**config.mk**
```make
export PLATFORM = sky130hd
export DESIGN_NAME = fir4_cascade_core
export DESIGN_NICKNAME = d
export VERILOG_FILES = /design/src/rtl/fir4_pkg.sv /design/src/rtl/fir4_in_stage.sv /design/src/rtl/fir4_wsel_decode.sv /design/src/rtl/fir4_tap.sv /design/src/rtl/fir4_cascade_core.sv
export SDC_FILE = /design/constraint.sdc
export NUM_CORES = 1
export LEC_CHECK = 0
export BUFFER_PORTS_ARGS = -buffer_cell sky130_fd_sc_hd__buf_2
export CAP_MARGIN = 20
export CORE_ASPECT_RATIO = 0.6
export CORE_MARGIN = 5
export CORE_UTILIZATION = 54
export CTS_BUF_LIST = sky130_fd_sc_hd__clkbuf_16
export DETAILED_ROUTE_END_ITERATION = 10
export PLACE_DENSITY = 0.76
export SETUP_SLACK_MARGIN = 0.2
export SLEW_MARGIN = 20
export SYNTH_ARGS = -nofsm -noshare
export SYNTH_HDL_FRONTEND = slang
export SYNTH_SLANG_ARGS = --single-unit
```
**constraint.sdc**
```tcl
create_clock -name clk -period 5.32 [get_ports clk]
set_input_delay 1.064 -clock clk [delete_from_list [all_inputs] [get_ports clk]]
set_output_delay 1.064 -clock clk [all_outputs]
set_load 0.02 [all_outputs]
```
**src/rtl/fir4_pkg.sv**
```systemverilog
package fir4_pkg;
  localparam int SMP_W  = 6;
  localparam int WGT_W  = 6;
  localparam int ACC_W  = 16;
  localparam int N_TAPS = 4;
endpackage

```
**src/rtl/fir4_in_stage.sv**
```systemverilog
module fir4_in_stage #(
  parameter int SMP_W = 6,
  parameter int WGT_W = 6,
  parameter int SEL_W = 2
) (
  input  logic             clk,
  input  logic             rst,
  input  logic [SMP_W-1:0] smp_d,
  input  logic [WGT_W-1:0] wgt_d,
  input  logic [SEL_W-1:0] sel_d,
  input  logic             wr_d,
  output logic [SMP_W-1:0] smp_q,
  output logic [WGT_W-1:0] wgt_q,
  output logic [SEL_W-1:0] sel_q,
  output logic             wr_q
);
  always_ff @(posedge clk) begin
    if (rst) begin
      smp_q <= '0;
      wgt_q <= '0;
      sel_q <= '0;
      wr_q  <= 1'b0;
    end else begin
      smp_q <= smp_d;
      wgt_q <= wgt_d;
      sel_q <= sel_d;
      wr_q  <= wr_d;
    end
  end
endmodule

```
**src/rtl/fir4_wsel_decode.sv**
```systemverilog
module fir4_wsel_decode #(
  parameter int N_TAPS = 4,
  parameter int SEL_W  = 2
) (
  input  logic [SEL_W-1:0]  sel,
  input  logic              wr,
  output logic [N_TAPS-1:0] load
);
  for (genvar k = 0; k < N_TAPS; k++) begin : g_dec
    assign load[k] = wr && (sel == SEL_W'(k));
  end
endmodule

```
**src/rtl/fir4_tap.sv**
```systemverilog
module fir4_tap #(
  parameter int SMP_W = 6,
  parameter int WGT_W = 6,
  parameter int ACC_W = 16
) (
  input  logic             clk,
  input  logic             rst,
  input  logic             load,
  input  logic [WGT_W-1:0] wgt_d,
  input  logic [SMP_W-1:0] smp,
  input  logic [ACC_W-1:0] acc_prev,
  output logic [ACC_W-1:0] acc_q,
  output logic [WGT_W-1:0] wgt_q
);
  localparam int PROD_W = SMP_W + WGT_W;
  localparam int PAD_W  = ACC_W - PROD_W;

  logic [PROD_W-1:0] prod;
  logic [ACC_W-1:0]  prod_ext;

  assign prod     = smp * wgt_q;
  assign prod_ext = {{PAD_W{1'b0}}, prod};

  always_ff @(posedge clk) begin
    if (rst)       wgt_q <= '0;
    else if (load) wgt_q <= wgt_d;
  end

  always_ff @(posedge clk) begin
    if (rst) acc_q <= '0;
    else     acc_q <= acc_prev + prod_ext;
  end

  // a weight without a load keeps its value
  a_r4_wgt_hold: assert property (@(posedge clk) disable iff (rst)
    !load |=> $stable(wgt_q));

  // a load takes the staged value on the next edge
  a_r3_wgt_load: assert property (@(posedge clk) disable iff (rst)
    load |=> wgt_q == $past(wgt_d));
endmodule

```
**src/rtl/fir4_cascade_core.sv**
```systemverilog
module fir4_cascade_core
  import fir4_pkg::*;
#(
  parameter int SMP_BITS = SMP_W,
  parameter int WGT_BITS = WGT_W,
  parameter int ACC_BITS = ACC_W,
  parameter int TAPS     = N_TAPS
) (
  input  logic                     clk,
  input  logic                     rst,
  input  logic [SMP_BITS-1:0]      sample_in,
  input  logic [WGT_BITS-1:0]      coef_in,
  input  logic [$clog2(TAPS)-1:0]  coef_sel,
  input  logic                     coef_wr,
  input  logic [ACC_BITS-1:0]      acc_in,
  output logic [ACC_BITS-1:0]      acc_out,
  output logic [SMP_BITS-1:0]      sample_out
);
  localparam int SEL_BITS = $clog2(TAPS);

  logic [SMP_BITS-1:0] smp_r;
  logic [WGT_BITS-1:0] wgt_r;
  logic [SEL_BITS-1:0] sel_r;
  logic                wr_r;
  logic [TAPS-1:0]     tap_load;
  logic [ACC_BITS-1:0] chain [TAPS+1];
  logic [WGT_BITS-1:0] tap_wgt [TAPS];

  fir4_in_stage #(.SMP_W(SMP_BITS), .WGT_W(WGT_BITS), .SEL_W(SEL_BITS)) u_in (
    .clk(clk), .rst(rst),
    .smp_d(sample_in), .wgt_d(coef_in), .sel_d(coef_sel), .wr_d(coef_wr),
    .smp_q(smp_r), .wgt_q(wgt_r), .sel_q(sel_r), .wr_q(wr_r)
  );

  fir4_wsel_decode #(.N_TAPS(TAPS), .SEL_W(SEL_BITS)) u_dec (
    .sel(sel_r), .wr(wr_r), .load(tap_load)
  );

  assign chain[0] = acc_in;

  for (genvar k = 0; k < TAPS; k++) begin : g_tap
    fir4_tap #(.SMP_W(SMP_BITS), .WGT_W(WGT_BITS), .ACC_W(ACC_BITS)) u_tap (
      .clk(clk), .rst(rst), .load(tap_load[k]), .wgt_d(wgt_r),
      .smp(smp_r), .acc_prev(chain[k]), .acc_q(chain[k+1]), .wgt_q(tap_wgt[k])
    );
  end

  assign acc_out    = chain[TAPS];
  assign sample_out = smp_r;

  // checker state: weights seen one edge earlier
  logic [WGT_BITS-1:0] wgt_prev [TAPS];
  logic [TAPS-1:0]     wgt_chg;
  always_ff @(posedge clk) begin
    for (int k = 0; k < TAPS; k++) wgt_prev[k] <= tap_wgt[k];
  end
  always_comb begin
    for (int k = 0; k < TAPS; k++) wgt_chg[k] = (tap_wgt[k] != wgt_prev[k]);
  end

  // at most one tap weight changes per edge outside reset
  a_r5_single_tap: assert property (@(posedge clk) disable iff (rst)
    !$past(rst) |-> $countones(wgt_chg) <= 1);

  // sample passes to the output after one edge
  a_r2_sample_out: assert property (@(posedge clk) disable iff (rst)
    1'b1 |=> sample_out == $past(sample_in));

  // outputs read zero on the first cycle after reset
  a_r1_reset_clear: assert property (@(posedge clk) disable iff (rst)
    $fell(rst) |-> (acc_out == '0) && (sample_out == '0));

  // no staged strobe means no weight moves on the next edge
  a_r4_no_strobe: assert property (@(posedge clk) disable iff (rst)
    !wr_r |=> wgt_chg == '0);
endmodule

```
# --- Word-level counts from Yosys, hierarchy flattened ---
# Index checks and enable logic that the tools add are counted.
op_classes:
  eq_ne: 3
  n_addsub: 4
  n_mul: 4
  reduce_logical: 5
op_table:
  columns: ["cell", "n"]
  rows:
  - ["16-bit by 12-bit adder with 16-bit output", 4]
  - ["6-bit by 6-bit multiplier with 12-bit output", 4]
  - ["2-bit equality test, second input constant", 2]
  - ["1-bit logical AND", 4]
  - ["2-bit by 1-bit equality test with 1-bit output, second input constant", 1]
  - ["2-bit logical NOT", 1]
word_totals:
  reg_bits: 103
  input_bits: 33
  word_cells: 28

# --- Longest topological paths before layout ---
# Gate-level depths: netlist (run 1).
depth:
  depth_word: 2
  depth_mapped: 17
  mapped_depth_nobuf: 15

# --- By module ---
# Synthesis (run 1) repeated with hierarchy kept, for this count alone.
unflattened:
  cells_unflattened: 1085
  hier_area_um2: 9870.7
modules_own_cells:
  columns: ["mod", "instances", "seq_area_each_um2", "cells_each", "area_per_inst_um2"]
  rows:
  - ["fir4_tap (g_tap[2].u_tap ...)", 2, 440.4, 269, 2386.0]
  - ["fir4_tap (g_tap[1].u_tap)", 1, 440.4, 254, 2314.7]
  - ["fir4_tap (g_tap[0].u_tap)", 1, 440.4, 258, 2313.5]
  - ["fir4_in_stage", 1, 300.3, 31, 432.9]
  - ["fir4_wsel_decode", 1, 0.0, 4, 37.5]

# --- Worst setup path after synthesis (run 1) ---
# No wires, ideal clock.
synth_timing:
  kind: "reg-to-reg"
  startpoint: "register u_in.smp_q[4]"
  endpoint: "register g_tap[2].u_tap.acc_q[15]"
  path_stages_with_launch: 16
  n_path_buf: 1
  setup_time_ps: 121
  required_ps: 5199
  path_slack_ps: 819
  arrival_ps: 4380
  cell_sequence: "dfxtp_1 clkbuf_1 nand2_1 fa_1 inv_1 fa_1 fa_1 inv_1 fa_1 inv_1 ha_1 nand4_1 nor4_2 o311ai_2 a21oi_2 mux2_4"
synth_via:
  elab_chain_cells: 2
synth_rtl:
  columns: ["element", "line", "text"]
  rows:
  - ["start, declared", "fir4_in_stage.sv:12", "output logic [SMP_W-1:0] smp_q,"]
  - ["start signal, assigned", "fir4_in_stage.sv:24", "smp_q <= smp_d;"]
  - ["6-bit by 6-bit multiplier with 12-bit output", "fir4_tap.sv:21", "assign prod = smp * wgt_q;"]
  - ["16-bit by 12-bit adder with 16-bit output", "fir4_tap.sv:31", "else acc_q <= acc_prev + prod_ext;"]
  - ["end signal, assigned", "fir4_tap.sv:31", null]
  - ["end, declared", "fir4_tap.sv:12", "output logic [ACC_W-1:0] acc_q,"]
# No other way between the ends.
# A chain may end at the register's enable or synchronous reset.

# --- Worst setup path in the final report (run 1) ---
layout_timing:
  startpoint: "register u_in.smp_q[3]"
  endpoint: "register g_tap[3].u_tap.acc_q[14]"
layout_via:
  elab_chain_cells: 2
layout_rtl:
  columns: ["element", "line"]
  rows:
  - ["6-bit by 6-bit multiplier with 12-bit output", "fir4_tap.sv:21"]
  - ["16-bit by 12-bit adder with 16-bit output", "fir4_tap.sv:31"]
  - ["end signal, assigned", "fir4_tap.sv:31"]
  - ["end, declared", "fir4_tap.sv:12"]
# No other way between the ends.

==> qor.csv, run 1 <==
metric;value;unit
design area;10700;sq um
number of port buffers;54;
Initial Utilization;55.2;%
worst r2r path cells;16;
post-layout min period;4.78;ns
gpl congestion;0.859;
H-tree Lvls;3;
Fmax;209;MHz
worst-path cell chain;buf_4, and2_1, fa_1, inv_1, fa_1, inv_1, fa_1, inv_1, fa_1, inv_1, ha_1, and2_1, nand3_1, a21oi_1, o221ai_1, mux2_1;
die footprint;21500;sq um
clk_lat worst skew;0.37;ns
diode count;0;
status;finished, final reports clean;
CP peak stage delay;0.53;ns
# DRC;0;
top cells by area, synth;fa_1 (21%), dfxtp_1 (21%), ha_1 (14%), inv_1 (8.5%), and2_1 (6.9%);
CTS tree;yes;
Power Total;1730;uW
I/O pin count;55;
global-route wire length before repair;36500;um
total grt overflow;0;
Layout fillers;1589;
first-iteration detailed-routing DRC count;420;
core area;18200;sq um
leakage;0.00572;uW
Nets;1408;
cell count after synthesis;1122;
GRT Total Usage;21.2;%
Max clock buf depth;2;
vias in the first global route;7280;
ys flop type;dfxtp_1;
clk sink count;103;
fin cells;1400;
vias per cell;5.20;
Cells after DPL;1384;
Tightest Pin Transition;0.682;ns
Clock Pin Slew Worst Setup and Hold Paths;0.08;ns
die height;116;um
clock root buffer;clkbuf_16;
CP max FO;14;
wire per inst;15.0;um
Core Rows;38;
endpoints failing setup;0;
Slowest cell on crit path;fa_1;
Post-synth EDFFs;0;
Slew Limit Fails;0;
critical path endpoint category;flop;
via count;7279;
Avg Synthesized Cell Area;8.93;sq um
top-area cell type share of the netlist area;20.8;%
startpoint types;flop;
r2r startpoint;u_in.smp_q[3];
Critical Setup Path Class;reg2reg;
synth unique cells;64;
Fin. Hold Viols;0;
Mapped Nets;1375;
TritonRoute pass-1 iters;5;
Async S/R FF share, synth;0;%
worst min-delay path endpoint;g_tap[3].u_tap.acc_q[13];
Setup Buffers After CTS;0;
synthesis-to-layout area growth;7.17;%
Worst Hold Class;reg2reg;
post-DP HPWL;16500;um
largest area contributor in the netlist;fa_1;
flops & latches, synth;103;
most frequent cell after synthesis;inv_1;
reg2reg setup slack;0.54;ns
Num CTS Buffers;9;
sequential area share after synthesis;20.6;%
largest net degree at the start of global routing;62;
RR Endpoint;g_tap[3].u_tap.acc_q[14];
Worst slew margin;54.5;%
CP Data Arrival Time;5.04;ns
RSZ-0062 raised after global routing;no;
clock skew after layout;0.0156;ns
depth of the worst hold-timing path;2;
WP data required;5.58;ns
Detail Route Antenna Nets;0;
Finished Core Util;59.1;%
max_cap viols;0;
Worst VDD drop;0.000147;V
Hold Startpoint;g_tap[2].u_tap.acc_q[13];
Fin Setup TNS;0;ns
Final period util;89.9;%
initial antenna violation count;0;
layout cells sized above 1;9.57;%
Final Routed Wirelength;21000;um
Post-Syn Area;10000;sq um
placed cell area;10400;sq um
commonest cells in the netlist;inv_1 (226), ha_1 (116), and2_1 (111);
Chip Width;186;um
Yosys warning total;0;
Pwr per Cell Area;161;nW/um^2
==> report_power, final <==
part	switching, uW	leakage, uW	internal, uW
clock	338	0.000141	329
combinational	135	0.00474	91.7
sequential	31.4	0.000845	803
total	505	0.00572	1220
==> sequential cells by signal, indices dropped and copies added (netlist names) <==
signal and cells:
u_in.smp_q 6, g_tap.u_tap.wgt_q 24, g_tap.u_tap.acc_q 64, u_in.sel_q 2, u_in.wgt_q 6, u_in.wr_q 1
==> per-layer routing <==
layer	vias up	global-route usage (%)	routed length (um)
met3	13	4.33	1440
met4	0	3.35	163
met2	181	29.9	8020
met1	3511	34.0	11300
li1	3574	-	-
met5	-	0	0
==> cells in the final DEF (no fill, tap or decap), types with 24 or more instances in the layout <==
cell type	netlist	final
a21oi_1	34	34
and2_1	111	111
buf_2	0	53
dfxtp_1	103	99
fa_1	104	104
ha_1	116	116
inv_1	226	226
mux2i_1	24	24
nand2_1	56	56
nor2_1	74	74
nor2b_1	41	41
==> kinds of logic (layout without fill, tap and decap cells) <==
group | after synthesis | after routing | share of synthesized area [%]
buf+inv | 268 | 306 | 10.7
flops | 103 | 103 | 20.6
mux | 37 | 37 | 4.05
compound gates | 129 | 129 | 9.20
simple gates | 341 | 341 | 18.1
xor+xnor | 24 | 24 | 2.10
fa+ha+maj | 220 | 220 | 35.3
==> through the flow <==
| stage | hold WS [ns] | worst slack [ns] |
|---|---|---|
| 2_1_floorplan | 0.474 | 0.819 |
| 3_3_place_gp | 0.512 | 0.472 |
| 3_5_place_dp | 0.519 | 0.349 |
| 4_1_cts | 0.521 | 0.356 |
| 5_1_grt | 0.550 | 0.314 |
| 6_report | 0.513 | 0.538 |
==> what timing repair did <==
| item | in CTS | in global routing |
|---|---|---|
| hold buffers | 0 | 0 |
| endpoints found under the setup margin | 0 | 5 |
| resized for setup | 0 | 5 |
==> area by class of cell <==
cell class | count | area (sq um) | share of cell area [%]
clock buffer | 9 | 225 | 2.10
tap | 240 | 300 | 2.80
timing repair buffer | 64 | 348 | 3.24
clock inverter | 7 | 61.3 | 0.571
inverter | 226 | 848 | 7.90
sequential | 103 | 2070 | 19.3
multi-input combinational | 751 | 6890 | 64.1
==> worst max path at each step <==
stage / from / to / cells past startpoint
floorplan: u_in.smp_q[4] / g_tap[2].u_tap.acc_q[15] / 15
global placement: u_in.smp_q[4] / g_tap[2].u_tap.acc_q[15] / 14
detailed placement: u_in.smp_q[4] / g_tap[2].u_tap.acc_q[15] / 14
CTS: u_in.smp_q[4] / g_tap[2].u_tap.acc_q[15] / 14
global route: u_in.smp_q[5] / g_tap[2].u_tap.acc_q[12] / 16
finish: u_in.smp_q[3] / g_tap[3].u_tap.acc_q[14] / 16
==> worst max-delay path, delay by kind of cell (launching register included) <==
kind / cells / cell delay, ns
and+or+nand+nor: 3 / 0.51
buffers and inverters: 5 / 0.41
AOI/OAI and AO/OA: 2 / 0.70
adders and majority gates: 5 / 2.27
DFF: 1 / 0.44
muxes: 1 / 0.33
No activity file was read; power rests on OpenSTA's default activity.
==> run 2: changes to the inputs <==
- PLACE_DENSITY: 0.76 -> 0.72
==> run 2 against run 1 <==
  * Register-to-register slack lost 0.09 ns
  * Design area is essentially flat
  * Non-clock buffer count shrank 1
  * Clock skew shrank 0.0017 ns
  * Flip-flop and latch count is the same
  * Critical path depth shrank 1
  * Via count shrank 0.56%
  * Maximum frequency shrank 1.8%
  * Sequential share of layout area is essentially flat
  * Clock power shrank 1%
  * Global-route usage grew 0.35 points
  * Highest routed layer unchanged
==> qor.csv, run 2 (synthesis gave the netlist of run 1 again) <==
metric;value;unit;change
clock root buffer;clkbuf_16;;unchanged
Detail Route Antenna Nets;0;;unchanged
Worst VDD drop;0.000151;V;was 0.000147 V
startpoint types;flop;;unchanged
CP max FO;17;;was 14
Final period util;91.5;%;was 89.9%
layout cells sized above 1;9.49;%;was 9.57%
via count;7238;;was 7279
cts hold-fix bufs;0;;unchanged
Max clock buf depth;2;;unchanged
clock skew after layout;0.0139;ns;was 0.0156 ns
status;finished, final reports clean;;unchanged
CP Data Arrival Time;5.11;ns;was 5.04 ns
PnR worst setup slack;0.451;ns;was 0.538 ns
GRT Total Usage;21.6;%;was 21.2%
Fmax;205;MHz;was 209 MHz
CP peak stage delay;0.53;ns;about the same
Chip Width;186;um;unchanged
r2r startpoint;u_in.smp_q[5];;was u_in.smp_q[3]
# DRC;0;;unchanged
most frequent cells in the layout;inv_1 (226), ha_1 (116), and2_1 (111), fa_1 (104), dfxtp_1 (99);;unchanged
worst-path cell chain;and2_1, fa_1, inv_1, fa_1, inv_1, fa_1, inv_1, fa_1, inv_1, ha_1, and2_1, a221oi_2, a21oi_1, o221ai_1, mux2_1;;was buf_4, and2_1, fa_1, inv_1, fa_1, inv_1, fa_1, inv_1, fa_1, inv_1, ha_1, and2_1, nand3_1, a21oi_1, o221ai_1, mux2_1
RSZ-0062 raised after global routing;no;;unchanged
area of the multi-input gates;6890;sq um;unchanged
worst r2r path cells;15;;was 16
clk sink count;103;;unchanged
number of port buffers;54;;unchanged
die height;116;um;unchanged
Tightest Pin Transition;0.713;ns;was 0.682 ns
TritonRoute pass-1 iters;6;;was 5
vias per cell;5.17;;was 5.20
global-route wire length before repair;37100;um;was 36500 um
synthesis-to-layout area growth;7.09;%;was 7.17%
endpoints failing setup;0;;unchanged
first-iteration detailed-routing DRC count;412;;was 420
Core Rows;38;;unchanged
initial antenna violation count;0;;unchanged
leading cell type in the layout, fill and taps excluded;inv_1;;unchanged
max reg flops;64;;unchanged
largest net degree at the start of global routing;64;;was 62
Final Routed Wirelength;21400;um;was 21000 um
Hold Startpoint;g_tap[2].u_tap.acc_q[13];;unchanged
gpl congestion;0.848;;was 0.859
Initial Utilization;55.2;%;unchanged
pre-CTS WS;0.337;ns;was 0.349 ns
Fin. Hold Viols;0;;unchanged
Top Registers;g_tap.u_tap.acc_q (64), g_tap.u_tap.wgt_q (24);;unchanged
Pwr per Cell Area;160;nW/um^2;was 161 nW/um^2
post-DP HPWL;16800;um;was 16500 um
Worst slew margin;52.4;%;was 54.5%
Biggest register;g_tap.u_tap.acc_q;;unchanged
clk_lat worst skew;0.36;ns;was 0.37 ns
WP data required;5.56;ns;was 5.58 ns
Buf+Inv Stages, Crit Path;4;;was 5
die footprint;21500;sq um;unchanged
H-tree Lvls;3;;unchanged
Nets;1407;;was 1408
wire per inst;15.3;um;was 15.0 um
placed cell area;10400;sq um;about the same
reg2reg setup slack;0.45;ns;was 0.54 ns
leakage;0.00572;uW;about the same
Register Area;2070;sq um;unchanged
Layout fillers;1623;;was 1589
RR Endpoint;g_tap[3].u_tap.acc_q[14];;unchanged
Slowest cell on crit path;dfxtp_1;;was fa_1
post-layout min period;4.87;ns;was 4.78 ns
total grt overflow;0;;unchanged
critical path endpoint category;flop;;unchanged
CTS tree;yes;;unchanged
vias in the first global route;7223;;was 7280
family with the most delay on the worst path;adder cells;;unchanged
Clock Pin Slew Worst Setup and Hold Paths;0.08;ns;about the same
Num CTS Buffers;9;;unchanged
Critical Setup Path Class;reg2reg;;unchanged
Fin Setup TNS;0;ns;unchanged
max_cap viols;0;;unchanged
Slew Limit Fails;0;;unchanged
core area;18200;sq um;unchanged
design area;10700;sq um;about the same
depth of the worst hold-timing path;2;;unchanged
I/O pin count;55;;unchanged
Worst Hold Class;reg2reg;;unchanged
diode count;0;;unchanged
worst min-delay path endpoint;g_tap[3].u_tap.acc_q[13];;unchanged
critical path launch point;u_in.smp_q[5];;was u_in.smp_q[3]
[run 2: worst min-delay path, cell delays in order, from the launching register on]
cell	delay (ns)
dfxtp_1	0.33
nand3_1	0.07
a21oi_1	0.07
[run 2: cell type report]
cell class	instances	area share, %
clock inverters	7	0.571
repair buffers	63	3.17
inverters	226	7.91
clock buffers	9	2.10
flip-flops and latches	103	19.3
multi-input cells	751	64.2
well taps	240	2.80
[run 2: how the worst max path moves through the flow]
stage | slack, ns | depth (start not counted) | end
finish | 0.45 | 15 | g_tap[3].u_tap.acc_q[14]
floorplan | 0.82 | 15 | g_tap[2].u_tap.acc_q[15]
global placement | 0.43 | 14 | g_tap[3].u_tap.acc_q[14]
detailed placement | 0.34 | 14 | g_tap[2].u_tap.acc_q[15]
global route | 0.22 | 15 | g_tap[3].u_tap.acc_q[14]
CTS | 0.29 | 14 | g_tap[2].u_tap.acc_q[15]
[run 2: repair_timing]
item / CTS / global route
setup endpoints to repair: 0 / 8
setup buffers: 0 / 1
gates resized for setup: 0 / 5
[run 2: power breakdown]
part	leakage (uW)	total (uW)	internal [uW]	switching, uW
Combinational	0.00473	224	91.0	133
Sequential	0.000845	837	803	33.6
Clock	0.000140	659	328	331
Total	0.00572	1720	1220	497
[run 2: metal layers]
layer	up-vias	wire (um)	GRT usage, %
met4	0	109	2.62
met1	3452	11400	35.2
met2	193	8230	30.0
met3	11	1580	4.30
met5	-	0	0
li1	3582	-	-
[run 2: through the flow]
| stage | instances | total power [uW] | hold WS, ns | util [%] |
|---|---|---|---|---|
| after floorplan | 1122 | 1010 | 0.474 | - |
| after global placement | 1382 | 1070 | 0.527 | 57.4 |
| after detailed placement | 1382 | 1080 | 0.516 | 57.4 |
| after CTS | 1398 | 1730 | 0.533 | 59.0 |
| after global routing | 1399 | 1810 | 0.570 | 59.1 |
| final | 1399 | 1720 | 0.526 | 59.1 |
==> run 3: changes to the inputs <==
- clock period: 5.32 -> 5.5 ns (I/O delays scaled with it)
==> run 3 against run 2 <==
  * Maximum frequency decreased by 1.4%
  * Count of clock-buffer cells in the layout is the same
  * Clock power shrank 1%
  * First-iteration DRC count grew 1.7%
  * Routed wire length decreased by 1.8%
  * Power down 2.6%
  * Critical path depth fell by 1
  * Design area is 0.17% lower
  * Flip-flop and latch count stayed put
  * Via count shrank 0.18%
  * Global-route usage down 0.62 points
==> qor.csv, run 3 (synthesis gave the netlist of run 1 again) <==
metric;value;unit;change
post-DP HPWL;16400;um;was 16800 um
max reg flops;64;;unchanged
I/O pin count;55;;unchanged
first-iteration detailed-routing DRC count;419;;was 412
status;finished, final reports clean;;unchanged
worst-path cell chain;nand2_1, fa_1, inv_1, fa_1, fa_1, inv_1, fa_1, inv_1, ha_1, nand4_1, nor4_2, o311ai_2, a21oi_2, mux2_4;;was and2_1, fa_1, inv_1, fa_1, inv_1, fa_1, inv_1, fa_1, inv_1, ha_1, and2_1, a221oi_2, a21oi_1, o221ai_1, mux2_1
WP data required;5.75;ns;was 5.56 ns
Fin. Hold Viols;0;;unchanged
Initial Utilization;55.2;%;unchanged
Core Rows;38;;unchanged
# DRC;0;;unchanged
layout cells sized above 1;8.82;%;was 9.49%
clk sink count;103;;unchanged
Chip Width;186;um;unchanged
Top Registers;g_tap.u_tap.acc_q (64), g_tap.u_tap.wgt_q (24);;unchanged
max_cap viols;0;;unchanged
TritonRoute pass-1 iters;6;;unchanged
wire per inst;15.0;um;was 15.3 um
CP max FO;25;;was 17
RSZ-0062 raised after global routing;no;;unchanged
critical path endpoint category;flop;;unchanged
clk_lat worst skew;0.36;ns;about the same
total grt overflow;0;;unchanged
Tightest Pin Transition;0.907;ns;was 0.713 ns
Num CTS Buffers;9;;unchanged
vias in the first global route;7057;;was 7223
post-layout min period;4.94;ns;was 4.87 ns
gpl congestion;0.831;;was 0.848
initial antenna violation count;0;;unchanged
CP dominant cell by count;fa_1;;
H-tree Lvls;3;;unchanged
die height;116;um;unchanged
Worst Hold Class;reg2reg;;unchanged
Pwr per Cell Area;156;nW/um^2;was 160 nW/um^2
startpoint types;flop;;unchanged
Slowest cell on crit path;dfxtp_1;;unchanged
Fin Setup TNS;0;ns;unchanged
Worst VDD drop;0.000145;V;was 0.000151 V
leakage;0.00571;uW;was 0.00572 uW
Fmax;202;MHz;was 205 MHz
Worst slew margin;39.4;%;was 52.4%
Finished Core Util;59.0;%;was 59.1%
most frequent cells in the layout;inv_1 (226), ha_1 (116), and2_1 (111), fa_1 (104), dfxtp_1 (103);;was inv_1 (226), ha_1 (116), and2_1 (111), fa_1 (104), dfxtp_1 (99)
GRT Total Usage;21.0;%;was 21.6%
fin cells;1397;;was 1399
Detail Route Antenna Nets;0;;unchanged
leading cell type in the layout, fill and taps excluded;inv_1;;unchanged
Max clock buf depth;2;;unchanged
core area;18200;sq um;unchanged
Slew Limit Fails;0;;unchanged
synthesis-to-layout area growth;6.91;%;was 7.09%
clock root buffer;clkbuf_16;;unchanged
CP peak stage delay;0.90;ns;was 0.53 ns
endpoints failing setup;0;;unchanged
via count;7225;;was 7238
global-route wire length before repair;36100;um;was 37100 um
CTS tree;yes;;unchanged
clock skew after layout;0.00965;ns;was 0.0139 ns
post-CTS resize count;0;;unchanged
Cells after DPL;1381;;was 1382
number of port buffers;54;;unchanged
Final Routed Wirelength;21000;um;was 21400 um
Biggest register;g_tap.u_tap.acc_q;;unchanged
Final period util;89.8;%;was 91.5%
die footprint;21500;sq um;unchanged
vias per cell;5.17;;about the same
CP Data Arrival Time;5.19;ns;was 5.11 ns
Clock Pin Slew Worst Setup and Hold Paths;0.07;ns;was 0.08 ns
diode count;0;;unchanged
cts hold-fix bufs;0;;unchanged
largest net degree at the start of global routing;63;;was 64
Layout fillers;1614;;was 1623
Nets;1405;;was 1407
Critical Setup Path Class;reg2reg;;unchanged
Setup Buffers After CTS;0;;unchanged
-- run 3: cell count changes in the layout (fill, tap and decap cells not counted), sizes merged --
| cell | delta |
|---|---|
| clkinv | +1 |
| buf | -2 |
| clkinvlp | -1 |
-- run 3: final timing paths --
check | start | to | slack, ns | depth (start not counted)
hold / removal | g_tap[2].u_tap.acc_q[13] | g_tap[3].u_tap.acc_q[13] | 0.54 | 2
hold reg to reg | g_tap[2].u_tap.acc_q[13] | g_tap[3].u_tap.acc_q[13] | 0.54 | 2
setup / recovery | u_in.smp_q[4] | g_tap[2].u_tap.acc_q[15] | 0.56 | 14
setup reg to reg | u_in.smp_q[4] | g_tap[2].u_tap.acc_q[15] | 0.56 | 14
-- run 3: report_power, final --
part	total [uW]	switching (uW)	leakage, uW	internal [uW]
Clock	651	331	0.000143	319
Combinational	216	129	0.00472	87.0
Sequential	807	30.7	0.000844	776
Total	1670	491	0.00571	1180
-- run 3: cell type report --
cell class | instances | area [sq um] | area share, %
repair buffers | 61 | 325 | 3.04
well taps | 240 | 300 | 2.80
multi-input cells | 751 | 6880 | 64.3
flip-flops and latches | 103 | 2060 | 19.3
inverters | 226 | 848 | 7.92
clock buffers | 9 | 225 | 2.10
clock inverters | 7 | 66.3 | 0.619
-- run 3: worst max-delay path: cells and delay by family, from the launching register on --
kind / cells / cell delay, ns
AOI/OAI and AO/OA: 2 / 0.38
buffers and inverters: 3 / 0.14
muxes: 1 / 0.30
DFF: 1 / 0.90
and+or+nand+nor: 3 / 0.77
adders and majority gates: 5 / 2.35
-- run 3: per-layer routing --
metal	global-route usage [%]	up-vias	routed length [um]
li1	-	3581	-
met4	2.96	0	133
met2	28.7	178	7920
met3	3.76	10	1310
met1	34.7	3456	11600
met5	0	-	0
-- run 3: through the flow --
stage | setup slack, ns | cell area, sq um | power, uW | hold WS [ns]
CTS | 0.565 | 10700 | 1690 | 0.538
global route | 0.234 | 10700 | 1750 | 0.567
detailed placement | 0.583 | 10400 | 1040 | 0.520
global placement | 0.650 | 10400 | 1030 | 0.528
floorplan | 0.999 | 10000 | 977 | 0.474
finish | 0.559 | 10700 | 1670 | 0.537
